==> config.mk <==
export PLATFORM = sky130hd
export DESIGN_NAME = wwin_seq
export DESIGN_NICKNAME = d
export VERILOG_FILES = /design/src/rtl/wwin_pkg.sv /design/src/rtl/wwin_ctrl.sv /design/src/rtl/wwin_datapath.sv /design/src/rtl/wwin_seq.sv
export SDC_FILE = /design/constraint.sdc
export NUM_CORES = 1
export LEC_CHECK = 0
export BUFFER_PORTS_ARGS = -buffer_cell sky130_fd_sc_hd__buf_4
export CAP_MARGIN = 20
export CELL_PAD_IN_SITES_DETAIL_PLACEMENT = 0
export CELL_PAD_IN_SITES_GLOBAL_PLACEMENT = 2
export CORE_MARGIN = 2
export CORE_UTILIZATION = 37
export CTS_CLUSTER_SIZE = 8
export DETAILED_ROUTE_END_ITERATION = 6
export PLACE_DENSITY = 0.91
export SYNTH_ARGS = -nofsm -noshare
export SYNTH_HDL_FRONTEND = slang
export SYNTH_SLANG_ARGS = --single-unit
export TNS_END_PERCENT = 1
==> constraint.sdc <==
create_clock -name clk -period 6.6 [get_ports clk]
set_input_delay 1.32 -clock clk [delete_from_list [all_inputs] [get_ports clk]]
set_output_delay 1.32 -clock clk [all_outputs]
set_load 0.01 [all_outputs]
==> src/rtl/wwin_pkg.sv <==
package wwin_pkg;
  // Strobes from control to datapath.
  typedef struct packed {
    logic arm;        // reload from the arm strobe
    logic firstWord;  // idle word that arms the transfer itself
    logic nextWord;   // word inside a running transfer
    logic commit;     // grow the dirty box with the latched window
    logic boxClear;   // empty the dirty box
    logic boxFull;    // dirty box covers the panel
  } wwin_ctrl_t;

  function automatic logic [2:0] bytesPerPixel(input logic [3:0] fmt);
    case (fmt)
      4'd1:       return 3'd2;
      4'd2, 4'd3: return 3'd3;
      4'd6, 4'd7: return 3'd4;
      default:    return 3'd0;
    endcase
  endfunction
endpackage

==> src/rtl/wwin_ctrl.sv <==
module wwin_ctrl
  import wwin_pkg::*;
(
  input  logic       clk,
  input  logic       rstN,
  input  logic       armStrobe,
  input  logic       wordValid,
  input  logic       fbReady,
  input  logic       clearBox,
  input  logic       invalidate,
  input  logic       cfgOk,
  input  logic       busy,
  input  logic       lastWord,
  input  logic       firstIsLast,
  output wwin_ctrl_t ctrl,
  output logic       wordReady,
  output logic       fbWrEn,
  output logic       done
);
  logic accept;
  logic doneQ;

  assign wordReady = fbReady & ~armStrobe;
  assign accept    = wordValid & wordReady;

  always_comb begin
    ctrl           = '0;
    ctrl.arm       = armStrobe & cfgOk;
    ctrl.firstWord = accept & ~busy & cfgOk;
    ctrl.nextWord  = accept & busy;
    ctrl.commit    = doneQ;
    ctrl.boxFull   = invalidate;
    ctrl.boxClear  = clearBox & ~invalidate;
  end

  assign fbWrEn = ctrl.firstWord | ctrl.nextWord;
  assign done   = doneQ;

  always_ff @(posedge clk or negedge rstN) begin
    if (!rstN) doneQ <= 1'b0;
    else       doneQ <= (ctrl.nextWord & lastWord) | (ctrl.firstWord & firstIsLast);
  end
endmodule

==> src/rtl/wwin_datapath.sv <==
module wwin_datapath
  import wwin_pkg::*;
#(
  parameter int PANEL_W = 320,
  parameter int PANEL_H = 240,
  parameter int COORD_W = 10,
  parameter int ADDR_W  = $clog2(PANEL_W * PANEL_H)
) (
  input  logic               clk,
  input  logic               rstN,
  input  wwin_ctrl_t         ctrl,
  input  logic [COORD_W-1:0] startX,
  input  logic [COORD_W-1:0] startY,
  input  logic [COORD_W-1:0] endX,
  input  logic [COORD_W-1:0] endY,
  input  logic [3:0]         fmtCode,
  input  logic [2:0]         srcSel,
  output logic               cfgOk,
  output logic               busy,
  output logic               lastWord,
  output logic               firstIsLast,
  output logic [ADDR_W-1:0]  fbAddr,
  output logic [COORD_W:0]   dirtyMinX,
  output logic [COORD_W:0]   dirtyMinY,
  output logic [COORD_W:0]   dirtyMaxX,
  output logic [COORD_W:0]   dirtyMaxY
);
  localparam int SPAN_W = COORD_W + 1;
  localparam int CNT_W  = 2 * SPAN_W + 3;
  localparam logic [SPAN_W-1:0] PW_B = SPAN_W'(PANEL_W);
  localparam logic [SPAN_W-1:0] PH_B = SPAN_W'(PANEL_H);

  logic [2:0]         bpp;
  logic [SPAN_W-1:0]  spanX, spanY;
  logic [CNT_W-1:0]   total, remaining;
  logic [COORD_W-1:0] colQ, rowQ, x0q, x1q, y0q, y1q;
  logic [COORD_W-1:0] curCol, curRow, loX, hiX, loY, hiY, nxtCol, nxtRow;

  assign bpp   = bytesPerPixel(fmtCode);
  assign cfgOk = (srcSel <= 3'd3) && (bpp != 3'd0) && (endX >= startX) && (endY >= startY);
  assign spanX = ({1'b0, endX} - {1'b0, startX}) + SPAN_W'(1);
  assign spanY = ({1'b0, endY} - {1'b0, startY}) + SPAN_W'(1);
  assign total = (CNT_W'(bpp) * CNT_W'(spanX) * CNT_W'(spanY)) >> 1;

  assign busy        = remaining != '0;
  assign lastWord    = remaining == CNT_W'(1);
  assign firstIsLast = total == CNT_W'(1);

  // Position of the word on the port: running position, else the live start.
  always_comb begin
    curCol = busy ? colQ : startX;
    curRow = busy ? rowQ : startY;
    loX    = busy ? x0q  : startX;
    hiX    = busy ? x1q  : endX;
    loY    = busy ? y0q  : startY;
    hiY    = busy ? y1q  : endY;
    nxtCol = (curCol == hiX) ? loX : curCol + 1'b1;
    nxtRow = (curCol != hiX) ? curRow : ((curRow == hiY) ? loY : curRow + 1'b1);
  end

  assign fbAddr = ADDR_W'(curRow) * ADDR_W'(PANEL_W) + ADDR_W'(curCol);

  always_ff @(posedge clk or negedge rstN) begin
    if (!rstN) begin
      remaining <= '0;
      colQ <= '0; rowQ <= '0;
      x0q  <= '0; x1q  <= '0; y0q <= '0; y1q <= '0;
    end else if (ctrl.arm || ctrl.firstWord) begin
      x0q <= startX; x1q <= endX; y0q <= startY; y1q <= endY;
      if (ctrl.arm) begin
        remaining <= total;
        colQ <= startX; rowQ <= startY;
      end else begin
        remaining <= total - CNT_W'(1);
        colQ <= nxtCol; rowQ <= nxtRow;
      end
    end else if (ctrl.nextWord) begin
      remaining <= remaining - CNT_W'(1);
      colQ <= nxtCol; rowQ <= nxtRow;
    end
  end

  always_ff @(posedge clk or negedge rstN) begin
    if (!rstN) begin
      dirtyMinX <= PW_B; dirtyMinY <= PH_B; dirtyMaxX <= '0; dirtyMaxY <= '0;
    end else if (ctrl.boxFull) begin
      dirtyMinX <= '0; dirtyMinY <= '0; dirtyMaxX <= PW_B; dirtyMaxY <= PH_B;
    end else if (ctrl.boxClear) begin
      dirtyMinX <= PW_B; dirtyMinY <= PH_B; dirtyMaxX <= '0; dirtyMaxY <= '0;
    end else if (ctrl.commit) begin
      if ({1'b0, x0q} < dirtyMinX) dirtyMinX <= {1'b0, x0q};
      if ({1'b0, y0q} < dirtyMinY) dirtyMinY <= {1'b0, y0q};
      if ({1'b0, x1q} + SPAN_W'(1) > dirtyMaxX) dirtyMaxX <= {1'b0, x1q} + SPAN_W'(1);
      if ({1'b0, y1q} + SPAN_W'(1) > dirtyMaxY) dirtyMaxY <= {1'b0, y1q} + SPAN_W'(1);
    end
  end
endmodule

==> src/rtl/wwin_seq.sv <==
module wwin_seq
  import wwin_pkg::*;
#(
  parameter int PANEL_W = 320,
  parameter int PANEL_H = 240,
  parameter int COORD_W = 10,
  parameter int ADDR_W  = $clog2(PANEL_W * PANEL_H)
) (
  input  logic               clk,
  input  logic               rstN,
  input  logic [COORD_W-1:0] startX,
  input  logic [COORD_W-1:0] startY,
  input  logic [COORD_W-1:0] endX,
  input  logic [COORD_W-1:0] endY,
  input  logic [3:0]         fmtCode,
  input  logic [2:0]         srcSel,
  input  logic               armStrobe,
  input  logic               wordValid,
  input  logic [15:0]        wordData,
  output logic               wordReady,
  input  logic               fbReady,
  output logic               fbWrEn,
  output logic [ADDR_W-1:0]  fbAddr,
  output logic [15:0]        fbData,
  output logic               done,
  input  logic               clearBox,
  input  logic               invalidate,
  output logic [COORD_W:0]   dirtyMinX,
  output logic [COORD_W:0]   dirtyMinY,
  output logic [COORD_W:0]   dirtyMaxX,
  output logic [COORD_W:0]   dirtyMaxY
);
  wwin_ctrl_t ctrl;
  logic cfgOk, busy, lastWord, firstIsLast;

  assign fbData = wordData;

  wwin_ctrl u_ctrl (
    .clk(clk), .rstN(rstN), .armStrobe(armStrobe), .wordValid(wordValid),
    .fbReady(fbReady), .clearBox(clearBox), .invalidate(invalidate),
    .cfgOk(cfgOk), .busy(busy), .lastWord(lastWord), .firstIsLast(firstIsLast),
    .ctrl(ctrl), .wordReady(wordReady), .fbWrEn(fbWrEn), .done(done)
  );

  wwin_datapath #(.PANEL_W(PANEL_W), .PANEL_H(PANEL_H), .COORD_W(COORD_W), .ADDR_W(ADDR_W)) u_dp (
    .clk(clk), .rstN(rstN), .ctrl(ctrl),
    .startX(startX), .startY(startY), .endX(endX), .endY(endY),
    .fmtCode(fmtCode), .srcSel(srcSel),
    .cfgOk(cfgOk), .busy(busy), .lastWord(lastWord), .firstIsLast(firstIsLast),
    .fbAddr(fbAddr),
    .dirtyMinX(dirtyMinX), .dirtyMinY(dirtyMinY), .dirtyMaxX(dirtyMaxX), .dirtyMaxY(dirtyMaxY)
  );
endmodule

Word level (Yosys, flattened, before mapping)
Cells that the tools add are included.

word-level totals
  word-level logic and storage cells = 110
  output and inout port bits = 80
  register bits after elaboration = 130

cells by class
  multiplexer cells = 35
  $lt $le $gt $ge = 7
  bitwise gates (word level) = 14
  equality and inequality tests = 10
  reduce and logical (&&, ||, !) cells = 18
  multipliers = 3
  add/subtract/negate cells = 11

operators by type and width
  operator                                                               number
  11-bit two-way mux                                                     16
  10-bit two-way mux                                                     15
  25-bit two-way mux                                                     3
  25-bit by 1-bit == test with 1-bit output (second input constant)      1
  14-bit by 11-bit multiplier with 25-bit output                         1
  25-bit nonzero test                                                    1
  24-bit by 1-bit subtractor with 25-bit output (second input constant)  1
  25-bit by 1-bit subtractor with 25-bit output (second input constant)  1
  24-bit by 1-bit == test with 1-bit output (second input constant)      1
  10-bit by 1-bit adder with 11-bit output (second input constant)       2
  11-bit by 1-bit adder with 11-bit output (second input constant)       2
  11-bit greater-than comparator                                         2
  10-bit by 11-bit less-than comparator with 1-bit output                2
  10-bit by 10-bit subtractor with 11-bit output                         2
  10-bit by 1-bit adder with 10-bit output (second input constant)       2
  10-bit == test                                                         2
  10-bit greater-or-equal comparator                                     2
  3-bit nonzero test                                                     6
  17-bit by 10-bit adder with 17-bit output                              1
  3-bit by 11-bit multiplier with 14-bit output                          1
  10-bit by 3-bit multiplier with 11-bit output (second input constant)  1
  10-bit != test                                                         1
  1-bit bitwise AND                                                      9
  3-bit one-hot mux with 3 select lines                                  1
  other kinds (11)                                                       22

Longest topological paths before layout
Gate-level depths: netlist of run 1.

  depth in word-level cells = 10
  depth in mapped cells = 44
  depth with buffers taken out = 40

Modules after synthesis
Synthesis of run 1 repeated with hierarchy kept, for this count alone.

unflattened totals
  cells, all modules = 2096
  area total of the unflattened synthesis = 17230.3 um^2

by module, submodules not included
  module         area each (um^2)  cells an instance  instances
  wwin_datapath  16998.8           2066               1
  wwin_seq       120.1             16                 1
  wwin_ctrl      111.4             14                 1

Worst setup path after synthesis of run 1
No wires, ideal clock.

  path kind = input port to flip-flop
  from = input startX[1]
  to = register u_dp.remaining[24]
  slack = -3.836 ns
  library setup time = 0.110 ns
  path buffers = 3
  required time = 6.490 ns
  cell stages on the path = 41
  arrival = 10.325 ns
  path through = inv_1 -> ha_1 -> inv_1 -> ha_1 -> inv_1 -> fa_1 -> nand2b_1 -> fa_1 -> inv_1 -> ha_1 -> inv_1 -> fa_1 -> nor2b_1 -> o21ai_0 -> a21boi_0 -> o21ai_0 -> a21boi_0 -> o21ai_0 -> [... 5 more ...] -> inv_1 -> fa_1 -> fa_1 -> fa_1 -> inv_1 -> fa_1 -> inv_1 -> ha_1 -> clkbuf_1 -> and3_1 -> clkbuf_1 -> nand2_1 -> or3_1 -> nand4_1 -> or3b_2 -> and3b_1 -> nand3_1 -> o41ai_1

between the ends
  word-level cells in the longest chain between the ends = 7
  elaborated cells on any way between the ends = 14
  classes of those cells = 3 x add/sub; 2 x mul; 1 x order compare; 2 x mux; 2 x bitwise; 4 x reduce/logical

RTL lines
  what                                            line                 source
  start, declared                                 wwin_seq.sv:11       input logic [COORD_W-1:0] startX,
  10-bit by 10-bit subtractor with 11-bit output  wwin_datapath.sv:41  assign spanX = ({1'b0, endX} - {1'b0, startX}) + SPAN_W'(1);
  11-bit by 1-bit adder with 11-bit output        wwin_datapath.sv:41
  3-bit by 11-bit multiplier with 14-bit output   wwin_datapath.sv:43  assign total = (CNT_W'(bpp) * CNT_W'(spanX) * CNT_W'(spanY)) >> 1;
  14-bit by 11-bit multiplier with 25-bit output  wwin_datapath.sv:43
  24-bit by 1-bit subtractor with 25-bit output   wwin_datapath.sv:74  remaining <= total - CNT_W'(1);
  25-bit two-way mux                              wwin_datapath.sv:70  if (ctrl.arm) begin
  25-bit two-way mux                              wwin_datapath.sv:68  end else if (ctrl.arm || ctrl.firstWord) begin
  end signal, assigned                            wwin_datapath.sv:71  remaining <= total;
  end signal, assigned                            wwin_datapath.sv:74
  end signal, assigned                            wwin_datapath.sv:78  remaining <= remaining - CNT_W'(1);
  end, declared                                   wwin_datapath.sv:35  logic [CNT_W-1:0] total, remaining;

Parallel ways exist; a longest one is shown, timed or not.
A chain may end at the register's enable or synchronous reset.

Final worst setup path of run 1
  from = input startX[2]
  to = register u_dp.remaining[23]

The elaborated chain is that of the path after synthesis.

==> flow_metrics.py, run 1 <==
metrics = {
    "status": {
        "status": "finished, violations left",
        "violations": "negative setup slack",
    },
    "yosys": {
        "synthesis.area_per_instance_um2": 8.06,
        "synth-simple-area-share": 0.196,
        "synthArstFlopShare": 1.00,
        "synth_area_leader_cell": "dfrtp_1",
        "synth-seq-cells": 128,
        "synth_cell_type_count": 77,
        "synth_area_leaders": "dfrtp_1, fa_1, ha_1",
        "synth_fa_ha_area_frac": 0.285,
        "synth_top_family_by_area": "adder cells",
        "synthMuxAreaShare": 0.0258,
        "yosys_warnings": 0,
        "syn_inst": 2133,
        "synth_xor_area_frac": 0.0744,
        "synth_area_um2": 17200,
        "synth-edff-count": 0,
        "ys_seq_area_frac": 0.187,
        "yosysTopAreaCellShare": 0.178,
        "synth_compound_area_frac": 0.148,
        "ys.flop_type": "dfrtp_1",
    },
    "placement": {
        "dpl.hpwl_um": 42900,
        "gp_congestion": 0.940,
        "post-place-ws_ns": -3.53,
        "port_buffers": 113,
    },
    "sta": {
        "skew_ns": 0.0187,
        "fmax_ghz": 0.106,
        "drv_slew": 0,
        "worstMarginPinSlew_ns": 1.12,
        "finalSetupViolations": 22,
        "worst_slack_ns": -2.83,
        "fin_crit_ns": 9.43,
        "hold_viol_final": 0,
        "relSlewSlack": 0.246,
        "fin_hold_ws_ns": 0.506,
        "period_share": 1.43,
        "rsz0062_at_grt": "true",
    },
    "critical_path": {
        "crit_required_ns": 6.98,
        "crit_path_start_kind": "input port",
        "cp_max_fo": 5,
        "r2r_slack_ns": 2.51,
        "worst-r2r-cell-count": 11,
        "slowest_delay_ns": 0.54,
        "cp_slowest_cell": "fa_1",
        "rr_endpoint": "u_dp.colQ[9]",
        "crit_type": "input port to flop",
        "worstSetupEndpointType": "flop",
        "crit_arrival_ns": 9.81,
        "r2r_start": "u_dp.remaining[19]",
        "path_delay_family": "adder cells",
        "cp.buffers_inverters": 14,
    },
    "grt": {
        "grt_max_degree": 88,
        "grt_pass1_vias": 16729,
        "antenna_found_initial": 0,
        "grt_use_met1": 0.300,
        "gr-usage-met2": 0.387,
        "grt_pass1_wl_um": 87400,
        "grt-busiest-layer": "met2",
        "grt_use_met3": 0.0330,
        "grt-ovfl-total": 0,
        "grt.total_usage": 0.229,
    },
    "worst_hold_path": {
        "hold_start": "u_dp.remaining[13]",
        "hold_depth": 1,
        "hp-class": "flop to flop",
        "hold_path_end": "u_dp.remaining[13]",
    },
    "floorplan": {
        "dieArea_um2": 48200,
        "initial_core_util": 0.377,
        "coreArea_um2": 45600,
        "chipWidth_um": 220,
        "row_count": 78,
        "ios": 150,
        "die_y_um": 220,
    },
    "detailed_routing": {
        "drt_iter0_markers": 1003,
        "vias_per_cell": 5.30,
        "vias": 16445,
        "post-route-drc-count": 0,
        "wire_per_inst_um": 17.4,
        "dr.pass1.iters": 5,
        "drt-total-wl_um": 53900,
        "antenna_left": 0,
    },
    "finish": {
        "mostFrequentLayoutCells": "buf_4, inv_1, nand2_1",
        "syn_to_final_growth_pct": 30.4,
        "fin_nets": 2875,
        "final_common_cell": "buf_4",
        "diodes": 0,
        "drive_above_1_share": 0.258,
        "fillers": 4344,
    },
    "power_and_ir_drop": {
        "p_leak_nw": 10.9,
        "finalPower_mw": 10.0,
        "peakVddDrop_uv": 559,
        "power_density_nw_per_um2": 448,
    },
    "clock_tree": {
        "clk_latency_ns": 0.47,
        "htreeDepth": 4,
        "root_buffer": "clkbuf_16",
        "cts_tree": "done",
        "clockBufferDepth": 2,
        "cts_buffers": 17,
        "hold_buffers": 0,
        "cts_sinks": 128,
        "clk_pin_slew_ns": 0.07,
    },
    "run": {
        "drv_cap": 0,
    },
}
sequential cells by signal (all words and copies together) (netlist names):
signal	flops
u_ctrl.done	1
u_dp.dirtyMinX	10
u_dp.rowQ	10
u_dp.dirtyMinY	10
u_dp.dirtyMaxX	11
u_dp.colQ	10
u_dp.y1q	10
u_dp.x1q	10
u_dp.y0q	10
u_dp.x0q	10
u_dp.dirtyMaxY	11
u_dp.remaining	25
repair_timing:
item	in CTS	in global routing
endpoints found under the hold margin	0	0
pin swaps	72	40
gates resized for setup	74	59
buffers inserted	20	7
setup endpoints to repair	22	24
cells by family (layout without fill, tap and decap cells):
kind of cell | after synthesis | in the layout
flip-flops | 128 | 128
AND/OR/NAND/NOR | 729 | 729
adder cells (fa/ha/maj) | 314 | 314
buffers and inverters | 363 | 733
XOR/XNOR | 146 | 146
AO/OA/AOI/OAI | 408 | 408
multiplexers | 44 | 44
other | 1 | 2
worst reg2reg max path, delay by kind of cell (launching register included):
family	cells	cell delay [ns]
AOI/OAI and AO/OA	3	0.42
buffers and inverters	3	1.10
DFF	1	0.42
muxes	1	0.83
and+or+nand+nor	4	1.26
Yosys cell counts, types with 27 or more instances:
master and number:
mux2i_1 41, nor2_1 220, xnor2_1 73, fa_1 129, nand4_1 27, xor2_1 73
clkbuf_1 82, inv_1 252, nand3_1 49, ha_1 185, nand2_1 239, a21oi_1 106
dfrtp_1 122, o21ai_0 114, nor3_1 43, nand2b_1 29
routing by layer:
| layer | wire, um | vias to the layer above |
|---|---|---|
| met1 | 23700 | 8049 |
| met5 | 0 | - |
| met2 | 25800 | 463 |
| met4 | 1530 | 0 |
| met3 | 2860 | 79 |
| li1 | - | 7854 |
power breakdown:
group,internal (mW),switching [mW]
Clock,0.489,0.432
Combinational,3.89,4.00
Sequential,0.950,0.278
Total,5.33,4.71
layout make-up:
| type | instances | area [um^2] | area share |
|---|---|---|---|
| multi-input cells | 1643 | 13500 | 0.602 |
| inverters | 254 | 977 | 0.0436 |
| flip-flops and latches | 128 | 3210 | 0.143 |
| repair buffers | 447 | 3430 | 0.153 |
| clock buffers | 17 | 425 | 0.0190 |
| clock inverters | 15 | 125 | 0.00558 |
| well taps | 600 | 751 | 0.0335 |
stage by stage:
step / instances / instance area, um^2 / TNS, ns / util
after CTS: 3096 / 22000 / -49.23 / 0.483
after detailed placement: 3044 / 20900 / -65.28 / 0.459
after floorplan: 2134 / 17500 / -53.40 / -
final: 3104 / 22400 / -49.64 / 0.492
after global placement: 3043 / 20900 / -62.17 / 0.459
after global routing: 3104 / 22400 / -58.23 / 0.492
how the worst max path moves through the flow:
stage / from / cells past startpoint / endpoint / slack (ns)
2_1_floorplan: startX[2] / 39 / u_dp.remaining[24] / -3.07
3_3_place_gp: startX[2] / 39 / u_dp.remaining[20] / -3.33
3_5_place_dp: startX[2] / 39 / u_dp.remaining[24] / -3.53
4_1_cts: startX[2] / 40 / u_dp.remaining[24] / -2.81
5_1_grt: startX[2] / 42 / u_dp.remaining[19] / -3.23
6_report: startX[2] / 44 / u_dp.remaining[23] / -2.83
Power figures use the tool's default switching activity.
==> run 2: changes to the inputs <==
CORE_ASPECT_RATIO = 1.75   (was not set)
==> run 2 against run 1 <==
  * The run still ends with negative setup slack left
  * Register-to-register slack about the same
  * Combinational power up 0.5%
  * Setup slack worse by 0.027 ns
  * Final area down 1.2%
  * Clock-buffer cell count up 2
  * First-iteration DRC count down 34%
  * Critical path type unchanged
  * Sequential cell count unchanged
==> flow_metrics.py, run 2 (synthesis results as in run 1) <==
metrics = {
    "status": {
        "status": "finished, violations left",
        "violations": "negative setup slack",
    },
    "detailed_routing": {
        "post-route-drc-count": 0,
        "wire_per_inst_um": 18.2,
        "drt-total-wl_um": 56000,
        "drt_iter0_markers": 665,
        "dr.pass1.iters": 5,
        "antenna_left": 0,
        "vias_per_cell": 5.35,
        "vias": 16495,
    },
    "sta": {
        "worstMarginPinSlew_ns": 1.06,
        "period_share": 1.43,
        "fin_hold_ws_ns": 0.499,
        "relSlewSlack": 0.288,
        "skew_ns": 0.0119,
        "finalSetupViolations": 22,
        "fin_crit_ns": 9.46,
        "fin_setup_tns_ns": -50.86,
        "drv_slew": 0,
        "worst_slack_ns": -2.86,
        "rsz0062_at_grt": "true",
        "hold_viol_final": 0,
        "fmax_ghz": 0.106,
    },
    "clock_tree": {
        "htreeDepth": 4,
        "root_buffer": "clkbuf_16",
        "clk_pin_slew_ns": 0.06,
        "cts_sinks": 128,
        "clk_latency_ns": 0.45,
        "cts_tree": "done",
        "clockBufferDepth": 2,
        "cts_buffers": 17,
    },
    "floorplan": {
        "dieArea_um2": 48300,
        "die_y_um": 289,
        "coreArea_um2": 45900,
        "row_count": 104,
        "ios": 150,
        "initial_core_util": 0.374,
        "chipWidth_um": 167,
    },
    "finish": {
        "final_area_um2": 22200,
        "largest_register_ffs": 25,
        "fillers": 4486,
        "top_register": "u_dp.remaining",
        "drive_above_1_share": 0.249,
        "reg.largest.list": "u_dp.remaining (25), u_dp.dirtyMaxX (11), u_dp.dirtyMaxY (11)",
        "final_common_cell": "buf_4",
        "fin_nets": 2869,
        "fin_cells": 3081,
        "diodes": 0,
        "mostFrequentLayoutCells": "buf_4, inv_1, nand2_1",
        "fin_util": 0.482,
        "syn_to_final_growth_pct": 28.9,
    },
    "grt": {
        "grt_pass1_vias": 17614,
        "grt_max_degree": 81,
        "grt_pass1_wl_um": 91000,
        "antenna_found_initial": 0,
        "grt.total_usage": 0.238,
        "grt-ovfl-total": 0,
    },
    "critical_path": {
        "cp_max_fo": 6,
        "r2r_start": "u_dp.remaining[0]",
        "rr_endpoint": "u_dp.colQ[8]",
        "crit_required_ns": 6.95,
        "worst-r2r-cell-count": 14,
        "worst_path_most_repeated_cell": "fa_1",
        "worstSetupEndpointType": "flop",
        "crit_path_start_kind": "input port",
        "cp_slowest_cell": "fa_1",
        "slowest_delay_ns": 0.53,
        "crit_type": "input port to flop",
        "crit_arrival_ns": 9.81,
        "r2r_slack_ns": 2.50,
    },
    "power_and_ir_drop": {
        "combPwrFrac": 0.787,
        "power.switching_mw": 4.73,
        "power_frac_seq": 0.121,
        "clkPwrFrac": 0.092,
        "power_density_nw_per_um2": 455,
        "switching_share": 0.469,
        "p_int_mw": 5.35,
        "peakVddDrop_uv": 446,
        "p_leak_nw": 10.9,
    },
    "placement": {
        "gp_congestion": 0.933,
        "post-place-cells": 3039,
        "placed_cell_area_um2": 21000,
        "dpl.hpwl_um": 46100,
        "port_buffers": 113,
    },
    "worst_hold_path": {
        "hold_depth": 1,
        "hp-class": "flop to flop",
        "hold_start": "u_dp.remaining[13]",
        "hold_path_end": "u_dp.remaining[13]",
    },
    "run": {
        "drv_cap": 0,
    },
}
## run 2: worst max-delay path by stage
stage                     startpoint            endpoint  depth (start not counted)
after floorplan            startX[2]  u_dp.remaining[24]                         39
after global placement     startX[2]  u_dp.remaining[17]                         41
after detailed placement   startX[2]  u_dp.remaining[24]                         39
after CTS                  startX[1]  u_dp.remaining[24]                         43
after global routing       startX[2]  u_dp.remaining[24]                         40
final                      startX[2]  u_dp.remaining[24]                         39
## run 2: metal layers
metal	routed length, um	global-route usage
met4	4450	0.174
met1	19900	0.239
met3	1720	0.0217
met5	0	0
met2	29900	0.453
## run 2: repair_timing
| item | 4_1_cts | 5_1_grt |
|---|---|---|
| hold endpoints to repair | 0 | 0 |
| pin swaps | 39 | 17 |
| buffers inserted | 8 | 2 |
| endpoints found under the setup margin | 22 | 24 |
| hold buffers | 0 | 0 |
| gates resized for setup | 63 | 31 |
## run 2: per-stage QoR
stage | setup WS [ns] | power (mW)
final | -2.86 | 10.1
after detailed placement | -3.58 | 8.39
after global placement | -3.44 | 8.32
after CTS | -2.84 | 9.89
after global routing | -3.34 | 11.0
after floorplan | -3.07 | 5.46
## run 2: worst max-delay path: cells and delay by family
| kind | cells | cell delay (ns) |
|---|---|---|
| adder cells (fa/ha/maj) | 10 | 4.11 |
| AO/OA/AOI/OAI | 12 | 2.16 |
| AND/OR/NAND/NOR | 7 | 1.24 |
| buffers and inverters | 9 | 0.76 |
| XOR/XNOR | 1 | 0.24 |
## run 2: power groups by stage
stage	combinational (mW)	clock [mW]	sequential, mW
floorplan	4.36	0	1.10
global placement	7.10	0	1.22
detailed placement	7.16	0	1.23
CTS	7.75	0.932	1.21
global route	8.80	0.963	1.24
finish	7.93	0.922	1.22
## run 2: cell type report
class	count	area [um^2]	share of cell area
multi-input cells	1643	13400	0.603
well taps	583	729	0.0329
clock buffers	19	443	0.0200
repair buffers	441	3330	0.150
flip-flops and latches	128	3210	0.145
clock inverters	13	114	0.00514
inverters	254	970	0.0438
